### src/rtl/bcc_pkg.sv
`timescale 1ns/1ps
package bcc_pkg;

    localparam int STAT_W = 3;

    // Status codes driven by the processor
    localparam logic [STAT_W-1:0] S_INTA    = 3'b000;
    localparam logic [STAT_W-1:0] S_IORD    = 3'b001;
    localparam logic [STAT_W-1:0] S_IOWR    = 3'b010;
    localparam logic [STAT_W-1:0] S_HALT    = 3'b011;
    localparam logic [STAT_W-1:0] S_FETCH   = 3'b100;
    localparam logic [STAT_W-1:0] S_MRD     = 3'b101;
    localparam logic [STAT_W-1:0] S_MWR     = 3'b110;
    localparam logic [STAT_W-1:0] S_PASSIVE = 3'b111;

    typedef enum logic [2:0] {
        K_INTA,
        K_IORD,
        K_IOWR,
        K_HALT,
        K_MRD,
        K_MWR
    } kind_e;

    typedef enum logic [1:0] {
        PH_IDLE,
        PH_ADDR,
        PH_CMD,
        PH_HOLD
    } phase_e;

    typedef struct packed {
        logic mrd;
        logic mwr;
        logic mwr_adv;
        logic iord;
        logic iowr;
        logic iowr_adv;
        logic inta;
    } cmd_t;

endpackage

### src/rtl/bcc_decode.sv
`timescale 1ns/1ps
module bcc_decode
    import bcc_pkg::*;
(
    input  logic [STAT_W-1:0] stat_i,
    output kind_e             kind_o,
    output logic              active_o
);

    always_comb begin
        kind_o   = K_HALT;
        active_o = 1'b1;
        unique case (stat_i)
            S_INTA:    kind_o = K_INTA;
            S_IORD:    kind_o = K_IORD;
            S_IOWR:    kind_o = K_IOWR;
            S_HALT:    kind_o = K_HALT;
            S_FETCH:   kind_o = K_MRD;
            S_MRD:     kind_o = K_MRD;
            S_MWR:     kind_o = K_MWR;
            S_PASSIVE: begin
                kind_o   = K_HALT;
                active_o = 1'b0;
            end
            default: begin
                kind_o   = K_HALT;
                active_o = 1'b0;
            end
        endcase
    end

endmodule

### src/rtl/bcc_fsm.sv
`timescale 1ns/1ps
module bcc_fsm
    import bcc_pkg::*;
(
    input  logic  clk_i,
    input  logic  rst_ni,
    input  logic  active_i,
    input  kind_e kind_i,
    output logic  ale_o,
    output logic  dt_o,
    output logic  den_o,
    output logic  cas_win_o,
    output logic  pden_win_o,
    output cmd_t  raw_o
);

    phase_e phase_q, phase_d;
    kind_e  kind_q,  kind_d;

    // Next-state selection
    always_comb begin
        phase_d = phase_q;
        kind_d  = kind_q;
        unique case (phase_q)
            PH_IDLE: begin
                if (active_i) begin
                    phase_d = PH_ADDR;
                    kind_d  = kind_i;
                end
            end
            PH_ADDR: phase_d = PH_CMD;
            PH_CMD:  phase_d = active_i ? PH_HOLD : PH_IDLE;
            PH_HOLD: phase_d = active_i ? PH_HOLD : PH_IDLE;
            default: phase_d = PH_IDLE;
        endcase
    end

    // State register
    always_ff @(posedge clk_i or negedge rst_ni) begin
        if (!rst_ni) begin
            phase_q <= PH_IDLE;
            kind_q  <= K_HALT;
        end else begin
            phase_q <= phase_d;
            kind_q  <= kind_d;
        end
    end

    // Output decode from phase and stored kind
    logic busy, cmd_ph, hold_ph, is_wr;

    always_comb begin
        busy    = 1'b0;
        cmd_ph  = 1'b0;
        hold_ph = 1'b0;
        unique case (phase_q)
            PH_IDLE: busy = 1'b0;
            PH_ADDR: busy = 1'b1;
            PH_CMD: begin
                busy   = 1'b1;
                cmd_ph = 1'b1;
            end
            PH_HOLD: begin
                busy    = 1'b1;
                cmd_ph  = 1'b1;
                hold_ph = 1'b1;
            end
            default: busy = 1'b0;
        endcase

        is_wr = (kind_q == K_MWR) || (kind_q == K_IOWR);

        ale_o      = (phase_q == PH_ADDR);
        dt_o       = busy && is_wr;
        den_o      = cmd_ph && (kind_q != K_HALT);
        cas_win_o  = busy && (kind_q == K_INTA);
        pden_win_o = cmd_ph && ((kind_q == K_INTA) || (kind_q == K_IORD) ||
                                (kind_q == K_IOWR));

        raw_o.mrd      = cmd_ph  && (kind_q == K_MRD);
        raw_o.mwr_adv  = cmd_ph  && (kind_q == K_MWR);
        raw_o.mwr      = hold_ph && (kind_q == K_MWR);
        raw_o.iord     = cmd_ph  && (kind_q == K_IORD);
        raw_o.iowr_adv = cmd_ph  && (kind_q == K_IOWR);
        raw_o.iowr     = hold_ph && (kind_q == K_IOWR);
        raw_o.inta     = cmd_ph  && (kind_q == K_INTA);
    end


    ale_single_chk: assert property (@(posedge clk_i) disable iff (!rst_ni)
        ale_o |=> !ale_o);


    passive_end_chk: assert property (@(posedge clk_i) disable iff (!rst_ni)
        ((phase_q == PH_CMD || phase_q == PH_HOLD) && !active_i) |=> (phase_q == PH_IDLE));


    kind_hold_chk: assert property (@(posedge clk_i) disable iff (!rst_ni)
        (phase_q != PH_IDLE) |=> (phase_q == PH_IDLE || $stable(kind_q)));

endmodule

### src/rtl/bcc_gate.sv
`timescale 1ns/1ps
module bcc_gate
    import bcc_pkg::*;
(
    input  logic clk_i,
    input  logic rst_ni,
    input  cmd_t raw_i,
    input  logic cas_win_i,
    input  logic pden_win_i,
    input  logic cmd_en_i,
    input  logic addr_en_i,
    input  logic iob_i,
    output cmd_t cmd_o,
    output logic cas_pden_o
);

    logic mem_ok, io_ok;

    always_comb begin
        io_ok  = cmd_en_i;
        mem_ok = cmd_en_i && (addr_en_i || iob_i);

        cmd_o.mrd      = raw_i.mrd      && mem_ok;
        cmd_o.mwr      = raw_i.mwr      && mem_ok;
        cmd_o.mwr_adv  = raw_i.mwr_adv  && mem_ok;
        cmd_o.iord     = raw_i.iord     && io_ok;
        cmd_o.iowr     = raw_i.iowr     && io_ok;
        cmd_o.iowr_adv = raw_i.iowr_adv && io_ok;
        cmd_o.inta     = raw_i.inta     && io_ok;

        cas_pden_o = iob_i ? pden_win_i : cas_win_i;
    end


    one_cmd_chk: assert property (@(posedge clk_i) disable iff (!rst_ni)
        $onehot0({cmd_o.mrd, cmd_o.mwr_adv, cmd_o.iord, cmd_o.iowr_adv, cmd_o.inta}));


    mwr_early_chk: assert property (@(posedge clk_i) disable iff (!rst_ni)
        raw_i.mwr |-> $past(raw_i.mwr_adv));


    iowr_early_chk: assert property (@(posedge clk_i) disable iff (!rst_ni)
        raw_i.iowr |-> $past(raw_i.iowr_adv));

endmodule

### src/rtl/bus_cmd_ctrl.sv
`timescale 1ns/1ps
module bus_cmd_ctrl
    import bcc_pkg::*;
(
    input  logic              clk,
    input  logic              rst_n,
    input  logic [STAT_W-1:0] bus_status,
    input  logic              cmd_en,
    input  logic              addr_en,
    input  logic              io_bus_mode,
    output logic              ale,
    output logic              dt_tx,
    output logic              data_en,
    output logic              cas_pden,
    output logic              mem_rd,
    output logic              mem_wr,
    output logic              mem_wr_adv,
    output logic              io_rd,
    output logic              io_wr,
    output logic              io_wr_adv,
    output logic              int_ack
);

    kind_e dec_kind;
    logic  dec_active;
    logic  cas_win, pden_win;
    cmd_t  raw_cmd, out_cmd;

    bcc_decode u_dec (
        .stat_i   (bus_status),
        .kind_o   (dec_kind),
        .active_o (dec_active)
    );

    bcc_fsm u_fsm (
        .clk_i      (clk),
        .rst_ni     (rst_n),
        .active_i   (dec_active),
        .kind_i     (dec_kind),
        .ale_o      (ale),
        .dt_o       (dt_tx),
        .den_o      (data_en),
        .cas_win_o  (cas_win),
        .pden_win_o (pden_win),
        .raw_o      (raw_cmd)
    );

    bcc_gate u_gate (
        .clk_i      (clk),
        .rst_ni     (rst_n),
        .raw_i      (raw_cmd),
        .cas_win_i  (cas_win),
        .pden_win_i (pden_win),
        .cmd_en_i   (cmd_en),
        .addr_en_i  (addr_en),
        .iob_i      (io_bus_mode),
        .cmd_o      (out_cmd),
        .cas_pden_o (cas_pden)
    );

    assign mem_rd     = out_cmd.mrd;
    assign mem_wr     = out_cmd.mwr;
    assign mem_wr_adv = out_cmd.mwr_adv;
    assign io_rd      = out_cmd.iord;
    assign io_wr      = out_cmd.iowr;
    assign io_wr_adv  = out_cmd.iowr_adv;
    assign int_ack    = out_cmd.inta;


    cmd_block_chk: assert property (@(posedge clk) disable iff (!rst_n)
        !cmd_en |-> !(mem_rd || mem_wr || mem_wr_adv || io_rd || io_wr || io_wr_adv || int_ack));


    dir_stable_chk: assert property (@(posedge clk) disable iff (!rst_n)
        (data_en && $past(data_en)) |-> $stable(dt_tx));

endmodule

### config.mk
export PLATFORM = sky130hd
export DESIGN_NAME = bus_cmd_ctrl
export DESIGN_NICKNAME = d
export VERILOG_FILES = /design/src/rtl/bcc_pkg.sv /design/src/rtl/bcc_decode.sv /design/src/rtl/bcc_fsm.sv /design/src/rtl/bcc_gate.sv /design/src/rtl/bus_cmd_ctrl.sv
export SDC_FILE = /design/constraint.sdc
export NUM_CORES = 1
export LEC_CHECK = 0
export ABC_AREA = 0
export BUFFER_PORTS_ARGS = -buffer_cell sky130_fd_sc_hd__buf_4
export CELL_PAD_IN_SITES_DETAIL_PLACEMENT = 1
export CELL_PAD_IN_SITES_GLOBAL_PLACEMENT = 1
export CORE_AREA = 8 8 45 47
export DETAILED_ROUTE_END_ITERATION = 10
export DIE_AREA = 0 0 53 55
export GPL_ROUTABILITY_DRIVEN = 0
export PLACE_DENSITY = 0.83
export SYNTH_ARGS = -nofsm -noshare
export SYNTH_HDL_FRONTEND = slang
export SYNTH_HIERARCHICAL = 1
export SYNTH_SLANG_ARGS = --single-unit
### constraint.sdc
create_clock -name clk -period 2.8 [get_ports clk]
set_clock_uncertainty 0.1 [all_clocks]
set_input_delay 0.42 -clock clk [delete_from_list [all_inputs] [get_ports clk]]
set_output_delay 0.42 -clock clk [all_outputs]
set_load 0.1 [all_outputs]
==> qor.yml <==
cpPeakStageDelay_ns: 0.60
die_h_microns: 55
crit_chain: "or3b_1 > a21oi_2 > buf_4"
setup_viol: 0
startpoint: "u_fsm/kind_q[1]$_DFFE_PN1P_"
drv_cap: 0
crit_required_ns: 2.28
cts_tree: "yes"
fmax_mhz: 460
drtIter0Drc: 1
area_growth_pct: 38.9
drcViolationCount: 0
overflow: 0
synth_xor_area_share_pct: 0
drtAntennaViolNets: 0
drive_above_1_share_pct: 42.6
cts-resized-gates: 0
timing.final.crit_period_ns: 2.17
synth_compound_area_share_pct: 15.3
cts_root_buffer: "clkbuf_4"
rsz0062_at_grt: "no"
coreArea_sq_um: 1380
synth_seq_cells: 5
vias: 411
cp-start-kind: "flip-flop"
final_cell_mix: "buf_4 (18), and2_1 (7), nand2_1 (5)"
r2r_start: "u_fsm/phase_q[1]$_DFFE_PN0P_"
yosys.area_share.simple_pct: 37.5
hold_class: "input port to asynchronous set/reset pin"
grt_pass1_vias: 395
final_common_cell: "buf_4"
cp.arrival_ns: 1.65
die_width_microns: 53
critPathSlowestCell: "dfstp_2"
grt_max_degree: 12
max_slew.worst_pin.slew_ns: 0.326
dp_hpwl_microns: 858
track_usage_pct: 7.73
dr.pass1.iters: 2
end_kind: "primary output"
vias_per_cell: 4.89
critPathMaxFanout: 11
period_share_pct: 77.6
cts.sink_count: 5
start_util_pct: 31.8
synth_fa_ha_area_share_pct: 0
synthMuxAreaShare_pct: 11.1
status: "finished clean"
crit_type: "flip-flop to primary output"
place.port_buffers: 18
routedWlPerCell_microns: 12.6
nets: 77
synth_seq_area_share_pct: 29.0
cts_made_buffers: 3
boundaryPins: 19
syn_area_sq_um: 440
ys_types: 27
worst-path-buf-inv: 1
fp.dieArea_sq_um: 2920
synth.avg_cell_area_sq_um: 9.18
clock_latency_ns: 0.24
slew-limit-headroom_pct: 78.3
cts_max_level: 1
finalHoldViolCount: 0
netlist_instances: 48
drv_slew: 0
grt_pass1_wl_microns: 1700
syn_nets: 56
wirelength_microns: 1060
insertedDiodeCount: 0
postCtsHoldBufs: 1
crit_family: "flip-flops"
antenna_found_initial: 0
synth_top_family_by_area: "simple AND/OR/NAND/NOR gates"
rows: 14
path_clk_slew_ns: 0.04
postCtsSetupRepairBufs: 0
cts.path.max_buffers: 2
yosys_warnings: 6
final.setup.tns_ns: 0
-- cell families after synthesis --
logic type      after synthesis
simple gates                 25
compound gates                9
flops                         5
buf+inv                       5
mux                           4
-- per-stage QoR --
step | area, sq um | util, % | hold WS, ns | std cells | worst slack (ns)
2_1_floorplan | 444 | - | 0.0244 | 48 | 0.547
3_3_place_gp | 576 | 41.6 | 0.123 | 79 | 0.892
3_5_place_dp | 576 | 41.6 | 0.125 | 79 | 0.876
4_1_cts | 612 | 44.2 | 0.404 | 84 | 0.610
5_1_grt | 612 | 44.2 | 0.409 | 84 | 0.567
6_report | 612 | 44.2 | 0.419 | 84 | 0.628
-- synth_stat cells (all sizes together) --
| library cell | n | area share (%) |
|---|---|---|
| and2 | 7 | 9.9 |
| nand2 | 5 | 4.3 |
| mux2 | 4 | 11 |
| buf | 3 | 5.4 |
| dfrtp | 3 | 17 |
| o211a | 3 | 6.8 |
| a21boi | 2 | 3.4 |
| a21oi | 2 | 2.3 |
| dfstp | 2 | 12 |
| inv | 2 | 1.7 |
| nand2b | 2 | 2.8 |
| nor3 | 2 | 2.3 |
| nor3b | 2 | 6.0 |
| and4b | 1 | 2.3 |
| and4bb | 1 | 2.8 |
| nand3 | 1 | 1.1 |
| nand3b | 1 | 1.7 |
| nor2 | 1 | 0.85 |
| nor4 | 1 | 1.4 |
| o21a | 1 | 1.7 |
| o21ai | 1 | 1.1 |
| or3b | 1 | 2.0 |
-- registers in the layout (all words and copies together) (netlist names) --
signal / flops
u_fsm/kind_q: 3
u_fsm/phase_q: 2
-- worst reg2reg max path: stages, from the launching register on --
cell	delay, ns
dfrtp_1	0.49
nor3b_4	0.29
mux2_1	0.34
-- final cells by class --
type                    count  area, sq um
inverters                   2         7.51
clock buffers               4         26.3
multi-input cells          38          285
repair buffers             19          145
well taps                  16         20.0
fillers                   173          772
flip-flops and latches      5          128
-- metal layers --
| metal | global-route usage [%] | share of wire [%] | up-vias |
|---|---|---|---|
| li1 | - | - | 207 |
| met1 | 8.29 | 44 | 189 |
| met2 | 12.7 | 48 | 15 |
| met3 | 1.87 | 8.6 | 0 |
| met4 | 6.47 | 0 | 0 |
| met5 | 0 | 0 | - |
-- path summary, 6_finish.rpt --
check                                               end  slack, ns  cells after the start
max in group asynchronous   u_fsm/kind_q[1]$_DFFE_PN1P_       1.99                      2
min                        u_fsm/phase_q[1]$_DFFE_PN0P_       0.42                      2
max reg2reg                 u_fsm/kind_q[2]$_DFFE_PN0P_       1.46                      2
min in group clk           u_fsm/phase_q[1]$_DFFE_PN0P_       0.44                      4
min reg2reg                u_fsm/phase_q[1]$_DFFE_PN0P_       0.55                      2
max                                               dt_tx       0.63                      3
Power is left out: the tool's default activity adds up to more than one toggle a clock period on the data nets, which glitch-free logic cannot reach.
